**config.mk**
```make
export PLATFORM = sky130hd
export DESIGN_NAME = vscale_3to5
export DESIGN_NICKNAME = d
export VERILOG_FILES = /design/src/rtl/vscale_pkg.sv /design/src/rtl/vs_line_store.sv /design/src/rtl/vs_mix_pipe.sv /design/src/rtl/vs_scan_seq.sv /design/src/rtl/vscale_3to5.sv
export SDC_FILE = /design/constraint.sdc
export NUM_CORES = 1
export LEC_CHECK = 0
export CORE_ASPECT_RATIO = 1.2
export CORE_MARGIN = 3
export CORE_UTILIZATION = 35
export CTS_CLUSTER_DIAMETER = 120
export CTS_CLUSTER_SIZE = 25
export DETAILED_ROUTE_END_ITERATION = 6
export GPL_TIMING_DRIVEN = 0
export MAX_ROUTING_LAYER = met4
export PLACE_DENSITY = 0.56
export REMOVE_ABC_BUFFERS = 1
export SYNTH_ARGS = -nofsm -noshare
export SYNTH_HDL_FRONTEND = slang
export SYNTH_SLANG_ARGS = --single-unit
```
**constraint.sdc**
```tcl
create_clock -name clk -period 2.6 [get_ports clk]
set_input_delay 0.52 -clock clk [delete_from_list [all_inputs] [get_ports clk]]
set_output_delay 0.52 -clock clk [all_outputs]
set_load 0.01 [all_outputs]
```
**src/rtl/vscale_pkg.sv**
```systemverilog
package vscale_pkg;

  typedef enum logic [1:0] {
    SRC_A = 2'd0,
    SRC_B = 2'd1,
    SRC_C = 2'd2
  } src_e;

  // Which stored line feeds term j (0..3) of output line k (0..4).
  function automatic src_e tap_src(input logic [2:0] k, input int j);
    case (k)
      3'd0:    return SRC_A;
      3'd1:    return (j == 3) ? SRC_B : SRC_A;
      3'd2:    return SRC_B;
      3'd3:    return (j >= 2) ? SRC_C : SRC_B;
      default: return SRC_C;
    endcase
  endfunction

  // Component c of a packed pixel, zero-extended to 3 bits (0 red, 1 green, 2 blue).
  function automatic logic [2:0] field(input logic [7:0] p, input int c);
    case (c)
      0:       return p[2:0];
      1:       return p[5:3];
      default: return {1'b0, p[7:6]};
    endcase
  endfunction

endpackage

```
**src/rtl/vs_line_store.sv**
```systemverilog
module vs_line_store #(
  parameter  int WIDTH = 16,
  localparam int XW    = $clog2(WIDTH)
) (
  input  logic               clk,
  input  logic               rst_n,
  input  logic               in_valid,
  input  logic [7:0]         in_pix,
  input  logic               in_last,
  input  logic               in_sof,
  input  logic [XW-1:0]      rd_x,
  output logic [2:0][7:0]    rd_pix,
  output logic               group_ready
);
  localparam logic [XW-1:0] X_LAST = XW'(WIDTH - 1);

  logic [1:0]    wbuf, wbuf_eff;
  logic [XW-1:0] wx, wx_eff;

  assign wbuf_eff = in_sof ? 2'd0 : wbuf;
  assign wx_eff   = in_sof ? '0 : wx;

  always_ff @(posedge clk) begin
    if (!rst_n) begin
      wbuf        <= 2'd0;
      wx          <= '0;
      group_ready <= 1'b0;
    end else begin
      group_ready <= 1'b0;
      if (in_valid) begin
        if (in_last) begin
          wx <= '0;
          if (wbuf_eff == 2'd2) begin
            wbuf        <= 2'd0;
            group_ready <= 1'b1;
          end else begin
            wbuf <= wbuf_eff + 2'd1;
          end
        end else begin
          wbuf <= wbuf_eff;
          wx   <= (wx_eff == X_LAST) ? wx_eff : wx_eff + 1'b1;
        end
      end
    end
  end

  for (genvar gb = 0; gb < 3; gb++) begin : g_buf
    logic [7:0] mem [WIDTH];
    always_ff @(posedge clk) begin
      if (in_valid && wbuf_eff == 2'(gb)) mem[wx_eff] <= in_pix;
    end
    assign rd_pix[gb] = mem[rd_x];
  end

  // playback request only follows a completed line
  a_r2_group_after_last: assert property (@(posedge clk) disable iff (!rst_n)
    group_ready |-> $past(in_valid && in_last));

endmodule

```
**src/rtl/vs_mix_pipe.sv**
```systemverilog
module vs_mix_pipe
  import vscale_pkg::*;
(
  input  logic            clk,
  input  logic [3:0][7:0] op,
  output logic [14:0]     mix
);
  logic [7:0] c_q1, d_q1, d_q2;

  always_ff @(posedge clk) begin
    c_q1 <= op[2];
    d_q1 <= op[3];
    d_q2 <= d_q1;
  end

  for (genvar c = 0; c < 3; c++) begin : g_comp
    logic [4:0] s1, s2, s3;
    always_ff @(posedge clk) begin
      s1 <= 5'(field(op[0], c)) + 5'(field(op[1], c));
      s2 <= s1 + 5'(field(c_q1, c));
      s3 <= s2 + 5'(field(d_q2, c)) + 5'd1;
    end
    assign mix[5*c +: 5] = s3;
  end

endmodule

```
**src/rtl/vs_scan_seq.sv**
```systemverilog
module vs_scan_seq #(
  parameter  int WIDTH     = 16,
  parameter  int HS_LEN    = 4,
  parameter  int H_BLANK   = 8,
  parameter  int OUT_LINES = 480,
  parameter  int PAD_LINES = 2,
  localparam int H_TOTAL   = HS_LEN + WIDTH + H_BLANK,
  localparam int HW        = $clog2(H_TOTAL),
  localparam int XW        = $clog2(WIDTH),
  localparam int FW        = $clog2(OUT_LINES),
  localparam int PW        = $clog2(PAD_LINES + 1)
) (
  input  logic          clk,
  input  logic          rst_n,
  input  logic          start,
  output logic          busy,
  output logic          hsync,
  output logic          vsync,
  output logic          rd_en,
  output logic [XW-1:0] rd_x,
  output logic [2:0]    line_k
);
  localparam logic [HW-1:0] H_LAST   = HW'(H_TOTAL - 1);
  localparam logic [HW-1:0] H_ACT    = HW'(HS_LEN);
  localparam logic [HW-1:0] H_ACTEND = HW'(HS_LEN + WIDTH);
  localparam logic [FW-1:0] FL_LAST  = FW'(OUT_LINES - 1);
  localparam logic [PW-1:0] PAD_LAST = PW'(PAD_LINES - 1);

  logic [HW-1:0] h;
  logic [FW-1:0] fl;
  logic [PW-1:0] padcnt;
  logic          in_pad;

  always_ff @(posedge clk) begin
    if (!rst_n) begin
      busy   <= 1'b0;
      h      <= '0;
      line_k <= 3'd0;
      fl     <= '0;
      in_pad <= 1'b0;
      padcnt <= '0;
    end else if (!busy) begin
      busy   <= start;
      h      <= '0;
      line_k <= 3'd0;
      in_pad <= 1'b0;
      padcnt <= '0;
    end else if (h != H_LAST) begin
      h <= h + 1'b1;
    end else begin
      h <= '0;
      if (in_pad) begin
        if (padcnt == PAD_LAST) begin
          busy   <= 1'b0;
          in_pad <= 1'b0;
        end else begin
          padcnt <= padcnt + 1'b1;
        end
      end else begin
        fl <= (fl == FL_LAST) ? '0 : fl + 1'b1;
        if (line_k == 3'd4) begin
          line_k <= 3'd0;
          if (fl == FL_LAST) begin
            in_pad <= 1'b1;
            padcnt <= '0;
          end else begin
            busy <= 1'b0;
          end
        end else begin
          line_k <= line_k + 3'd1;
        end
      end
    end
  end

  assign hsync = busy && (h < H_ACT);
  assign vsync = hsync && !in_pad && (fl == '0);
  assign rd_en = busy && !in_pad && (h >= H_ACT) && (h < H_ACTEND);
  assign rd_x  = XW'(h - H_ACT);

  // the line selector stays within the five-line pattern
  a_r3_line_index: assert property (@(posedge clk) disable iff (!rst_n)
    line_k <= 3'd4);

endmodule

```
**src/rtl/vscale_3to5.sv**
```systemverilog
module vscale_3to5
  import vscale_pkg::*;
#(
  parameter int WIDTH     = 16,
  parameter int HS_LEN    = 4,
  parameter int H_BLANK   = 8,
  parameter int OUT_LINES = 480,
  parameter int PAD_LINES = 2
) (
  input  logic        clk,
  input  logic        rst_n,
  input  logic        in_valid,
  input  logic [7:0]  in_pix,
  input  logic        in_last,
  input  logic        in_sof,
  output logic        out_de,
  output logic [14:0] out_pix,
  output logic        out_hsync,
  output logic        out_vsync
);
  localparam int XW        = $clog2(WIDTH);
  localparam int MIX_DELAY = 3;

  logic [XW-1:0]   rd_x;
  logic [2:0][7:0] rd_pix;
  logic [3:0][7:0] op;
  logic [2:0]      line_k;
  logic            group_ready, pending, seq_busy, rd_en;
  logic [MIX_DELAY-1:0] de_q;

  vs_line_store #(.WIDTH(WIDTH)) u_store (
    .clk(clk), .rst_n(rst_n), .in_valid(in_valid), .in_pix(in_pix),
    .in_last(in_last), .in_sof(in_sof), .rd_x(rd_x), .rd_pix(rd_pix),
    .group_ready(group_ready)
  );

  vs_scan_seq #(
    .WIDTH(WIDTH), .HS_LEN(HS_LEN), .H_BLANK(H_BLANK),
    .OUT_LINES(OUT_LINES), .PAD_LINES(PAD_LINES)
  ) u_seq (
    .clk(clk), .rst_n(rst_n), .start(pending), .busy(seq_busy),
    .hsync(out_hsync), .vsync(out_vsync), .rd_en(rd_en), .rd_x(rd_x),
    .line_k(line_k)
  );

  always_comb begin
    for (int j = 0; j < 4; j++) op[j] = rd_pix[tap_src(line_k, j)];
  end

  vs_mix_pipe u_mix (.clk(clk), .op(op), .mix(out_pix));

  always_ff @(posedge clk) begin
    if (!rst_n) begin
      pending <= 1'b0;
      de_q    <= '0;
    end else begin
      if (group_ready)    pending <= 1'b1;
      else if (!seq_busy) pending <= 1'b0;
      de_q <= {de_q[MIX_DELAY-2:0], rd_en};
    end
  end

  assign out_de = de_q[MIX_DELAY-1];

  // playback starts only for a stored group
  a_r3_start_needs_group: assert property (@(posedge clk) disable iff (!rst_n)
    $rose(seq_busy) |-> $past(pending));

  // delayed data window never overlaps line sync
  a_r5_de_clear_of_sync: assert property (@(posedge clk) disable iff (!rst_n)
    out_de |-> !out_hsync);

  // each blended field within its sum range
  a_r4_field_range: assert property (@(posedge clk) disable iff (!rst_n)
    out_de |-> (out_pix[4:0] >= 5'd1 && out_pix[4:0] <= 5'd29 &&
                out_pix[9:5] >= 5'd1 && out_pix[9:5] <= 5'd29 &&
                out_pix[14:10] >= 5'd1 && out_pix[14:10] <= 5'd13));

  // frame sync begins a fresh group, never mid-playback
  a_r6_vsync_fresh_group: assert property (@(posedge clk) disable iff (!rst_n)
    $rose(out_vsync) |-> $past(!seq_busy));

endmodule

```
======== After elaboration in Yosys (flattened, before gate mapping) ========
Memories as Yosys holds them, arrays and structs flattened.
Index checks and enable logic that the tools add are counted.
Widths: inputs -> output; s select.
operators by class
  $add $sub $neg .......................... 19
  $lt $le $gt $ge ......................... 6
  equal/unequal tests ..................... 12
  multiplexer cells ....................... 38
  bitwise logic cells ..................... 2
  reductions and logical operators ........ 24
operator list
  kind                 count
  $bmux 8 s2           3
  $mux 8               3
  $add 5x1->5 const B  4
  $add 5x3->5          4
  $mux 1               17
  $mux 2               7
  $mux 4               3
  $pmux 2 s2           3
  $add 5x2->5          2
  $add 9x1->9 const B  1
  $eq 9x9->1 const B   1
  $logic_and 1x1->1    9
  $logic_not 9->1      1
  $lt 2x3->1 const B   3
  $mux 9               1
  $reduce_and 3->1     3
  $add 3x3->4          2
  $eq 3x2->1 const B   2
  $reduce_or 2->1      3
  $ge 5x3->1 const B   1
  $lt 5x3->1 const B   1
  $lt 5x5->1 const B   1
  $ne 5x5->1 const B   1
  $add 2x1->2 const B  2
  other kinds (18)     23
storage, ports and cells
  flip-flop bits (word level) ............. 101
  memory bits (writable) .................. 384
  input bits .............................. 13
  output and inout port bits .............. 18
  word-level logic and storage cells ...... 127
  memories ................................ 3
memories
  memory                words  width  rd ports  clocked after memory_dff  wr ports  line                 text
  u_store.g_buf[0].mem  16     8      1         0                         1         vs_line_store.sv:48  logic [7:0] mem [WIDTH];
  u_store.g_buf[1].mem  16     8      1         0                         1         vs_line_store.sv:48
  u_store.g_buf[2].mem  16     8      1         0                         1         vs_line_store.sv:48

======== Logic depth before layout (Yosys ltp) ========
  word-level depth ........................ 6
  mapped depth ............................ 10
  depth with buffers taken out ............ 7

======== By module ========
A second synthesis with hierarchy kept.
unflattened totals
  cell total of the unflattened synthesis .. 1127
  area, all modules ....................... 19286.0 µm²
by module, submodules not included
  module         times used  cells each  area an instance (µm²)  sequential area each (µm²)
  vs_line_store  1           716         15068.2                 11671.2
  vs_mix_pipe    1           172         2190.9                  1281.2
  vs_scan_seq    1           137         1188.6                  420.4
  vscale_3to5    1           102         838.3                   80.1

======== Worst setup path after synthesis ========
No wires, ideal clock.
  kind .................................... register to register
  start point ............................. register u_seq.h[2]
  end point ............................... register u_mix.c_q1[0]
  setup time .............................. 120 ps
  arrival time ............................ 2608 ps
  required time ........................... 2480 ps
  path slack .............................. -128 ps
  cell stages (with the launch flop) ...... 10
  buffers on the path ..................... 5
  period minus slack after synthesis ...... 2728 ps
  cell sequence ........................... dfxtp_1 > clkbuf_1 > buf_2 > inv_2 > buf_2 > ha_1 > clkbuf_1 > clkbuf_1 > mux4_2 > a211o_1
RTL lines
  element                   line               text
  start: declaration        vs_scan_seq.sv:29  logic [HW-1:0] h;
  start signal: assignment  vs_scan_seq.sv:49  h <= h + 1'b1;
  end signal: assignment    vs_mix_pipe.sv:11  c_q1 <= op[2];
  end: declaration          vs_mix_pipe.sv:8   logic [7:0] c_q1, d_q1, d_q2;

======== Final worst setup path ========
  start point ............................. input port in_valid
  end point ............................... memory u_store.g_buf[2].mem[5][4], enable pin
on the way
  word-level cells in the longest chain between the ends .. 3
ends and longest elaborated chain
  element                       line                 text
  start: declaration            vscale_3to5.sv:12    input logic in_valid,
  $logic_and 1x1->1             vs_line_store.sv:50  if (in_valid && wbuf_eff == 2'(gb)) mem[wx_eff] <= in_pix;
  $mux 1                        vs_line_store.sv:50
  $mux 1 (not written as such)  vs_line_store.sv:50
  end: declaration              vs_line_store.sv:48
No other way between the ends.

==> impl_metrics.py <==
metrics = {
    "status": {
        "status": "finished, violations left",
        "violations": "negative setup slack",
    },
    "yosys": {
        "yosys-top-cells-count": "edfxtp_1, mux4_2, dfxtp_1",
        "yosysMostFrequentCell": "edfxtp_1",
        "synth-simple-area-share_pct": 5.06,
        "synth_xor_xnor_area_share_pct": 0.929,
        "async_reset_ff_share_pct": 0,
        "synth_mux_area_share_pct": 14.1,
        "yosysSeqAreaShare_pct": 71.0,
        "synth_compound_area_share_pct": 4.29,
        "yosys.area.top_type": "edfxtp_1",
        "synth_top_family_by_area": "multiplexers",
        "ys.flop_type": "edfxtp_1",
        "synth_cell_types": 53,
        "synthTopCellsByArea": "edfxtp_1, mux4_2, dfxtp_1, ha_1, mux2i_1",
        "synth-adder-area-share_pct": 2.52,
        "synth-seq-cells": 477,
        "syn-instance-count": 1067,
        "synth_top_area_share_pct": 61.1,
        "syn_area_sq_um": 18900,
        "yosysWarnings": 0,
        "avgSynthCellArea_sq_um": 17.7,
        "synth_edf_count": 384,
    },
    "timing": {
        "skew_ns": 0.0356,
        "finalCritPeriodShare_pct": 103,
        "relSlewSlack_pct": 28.9,
        "maxClockFrequency_mhz": 373,
        "slew_viol_final": 0,
        "rsz0062_at_grt": "yes",
        "timing.final.crit_period_ns": 2.68,
        "hold_viol": 0,
        "setup_violations": 96,
        "worst_pin_slew_ns": 1.07,
        "fin_ws_ns": -0.0827,
    },
    "pwr": {
        "p_leak_nw": 6.64,
        "ir_drop_mv": 0.414,
        "cellPowerDensity_nw_per_um2": 595,
    },
    "critical_path": {
        "crit_chain": "clkdlybuf4s50_1 -> nor2b_1 -> nand3b_1 -> nor2_1",
        "crit_path_top_delay_cell": "nor2_1",
        "worstPathArrival_ns": 2.87,
        "critPathCaptureType": "flop",
        "cp_slowest_stage_delay_ns": 0.86,
        "cp_max_fo": 17,
        "critPathKind": "in -> reg",
        "cp_data_required_time_ns": 2.79,
        "crit_path_start_kind": "input port",
    },
    "flow_run": {
        "maxCapViolations": 0,
    },
    "die": {
        "core_sq_um": 53000,
        "ios": 31,
        "die_area_sq_um": 56700,
        "fp.dieW_um": 218,
        "num_rows": 92,
        "die_y_um": 260,
        "initial_core_util_pct": 35.6,
    },
    "placement": {
        "dp_cells": 1758,
        "place.gp.congestion": 0.818,
        "place_area_sq_um": 19900,
        "dp_hpwl_mm": 25.5,
        "portBuffers": 30,
    },
    "route": {
        "drc": 0,
        "final_antenna_net_count": 0,
        "dr.first_iter.drc_count": 785,
        "dr.pass1.iters": 5,
        "routed_wl_mm": 40.9,
        "vias_per_cell": 5.15,
        "wl_per_cell_um": 22.5,
        "vias": 9356,
    },
    "clock_tree": {
        "clk_pin_slew_ns": 0.10,
        "cts_max_level": 1,
        "numCtsBuffers": 23,
        "cts_root_buf": "clkbuf_16",
        "clkSinkCount": 477,
        "insertion_delay_ns": 0.56,
        "hold_buffers": 0,
        "clock_path_buffers": 3,
        "cts_tree": "yes",
    },
    "hold_path": {
        "hp-class": "reg -> reg",
    },
    "finish": {
        "finalNonFillerCells": 1817,
        "fin_nets": 1143,
        "layout-drive-gt1-share_pct": 18.8,
        "final_util_pct": 39.5,
        "syn_to_final_growth_pct": 11.0,
        "design_area_sq_um": 20900,
        "fill_cells": 4820,
    },
    "grt": {
        "grt_pass1_vias": 9636,
        "grt_usage_pct": 14.9,
        "grt_max_degree": 49,
        "grt_first_pass_wirelength_mm": 61.5,
        "antenna_found_initial": 2,
        "grt_overflow_total": 0,
    },
}
[area by class of cell]
| class | instances | area (sq um) | area share (%) |
|---|---|---|---|
| Antenna cell | 1 | 2.50 | 0.0120 |
| Clock buffer | 40 | 639 | 3.05 |
| Clock inverter | 1 | 30.0 | 0.143 |
| Inverter | 40 | 155 | 0.741 |
| Multi-Input combinational cell | 503 | 5280 | 25.2 |
| Sequential cell | 477 | 13400 | 64.0 |
| Tap cell | 705 | 882 | 4.21 |
| Timing Repair Buffer | 50 | 538 | 2.57 |
[per-layer routing]
metal / routed length, um / up-vias / global-route usage, %
met5: 0 / - / -
li1: - / 4243 / -
met2: 20500 / 185 / 24.7
met3: 1930 / 39 / 2.33
met1: 17700 / 4889 / 19.4
met4: 741 / 0 / 3.44
[critical path, delay by kind of cell]
kind | cells | cell delay [ns]
buf+inv | 1 | 0.73
simple gates | 3 | 1.61
[state kept, by name (all words and copies together), names as in the netlist, 5 cells and up]
| register | count |
|---|---|
| u_mix.c_q1 | 8 |
| u_mix.d_q1 | 8 |
| u_mix.d_q2 | 8 |
| u_mix.g_comp.s1 | 8 |
| u_mix.g_comp.s2 | 14 |
| u_mix.g_comp.s3 | 15 |
| u_seq.fl | 9 |
| u_seq.h | 5 |
| u_store.g_buf.mem | 384 |
[kinds of logic after synthesis]
family                     after synthesis
buffers and inverters                   87
muxes                                  136
AOI/OAI and AO/OA                      118
xor gates and xnor gates                20
and+or+nand+nor                        194
DFF                                    477
adders and majority gates               35
[final timing paths]
check	startpoint	end	slack, ns	cells after the start
setup / recovery	in_valid	u_store.g_buf[2].mem[5][4]$_DFFE_PP_	-0.08	4
hold / removal	u_mix.d_q1[7]$_DFF_P_	u_mix.d_q2[7]$_DFF_P_	0.33	0
hold reg to reg	u_mix.d_q1[7]$_DFF_P_	u_mix.d_q2[7]$_DFF_P_	0.33	0
setup reg to reg	u_seq.h[0]$_SDFF_PN0_	u_mix.c_q1[4]$_DFF_P_	0.08	6
[cell usage in the layout (no fill, tap or decap), types with 6 or more instances in the layout]
cell             instances
nor2b_1                 24
edfxtp_1               384
ha_1                    29
mux2i_1                 26
nand2_1                 29
nor2_4                   8
inv_1                   39
o22ai_1                 36
buf_4                   10
and2_1                   6
nand2b_1                 7
clkbuf_16               23
clkdlybuf4s50_1         20
nor2_1                  47
o21ai_0                 13
o32ai_1                  6
nor2_2                  23
a211o_1                 18
nand3_1                 14
clkbuf_1                17
a21oi_1                 14
buf_2                    8
xnor2_1                 17
mux4_2                 104
dfxtp_1                 89
[per-stage QoR]
step | setup TNS (ns) | power, mW | hold slack [ns] | setup WS, ns
floorplan | -119.26 | 8.46 | 0.310 | -3.04
finish | -3.67 | 12.5 | 0.331 | -0.0827
global route | -28.77 | 12.9 | 0.334 | -0.310
global placement | -486.31 | 8.59 | 0.312 | -5.24
detailed placement | -307.32 | 8.59 | 0.313 | -1.57
CTS | -10.29 | 12.6 | 0.335 | -0.215
[timing repair]
item / CTS / global route
buffers inserted: 9 / 8
pin swaps: 2 / 2
endpoints found under the setup margin: 382 / 315
resized for setup: 30 / 31
[power breakdown]
part / switching, mW / internal (mW) / total, mW
clock network: 2.33 / 1.71 / 4.04
registers: 0.00497 / 8.24 / 8.24
logic: 0.140 / 0.0314 / 0.171
No activity file was read; power rests on OpenSTA's default activity.
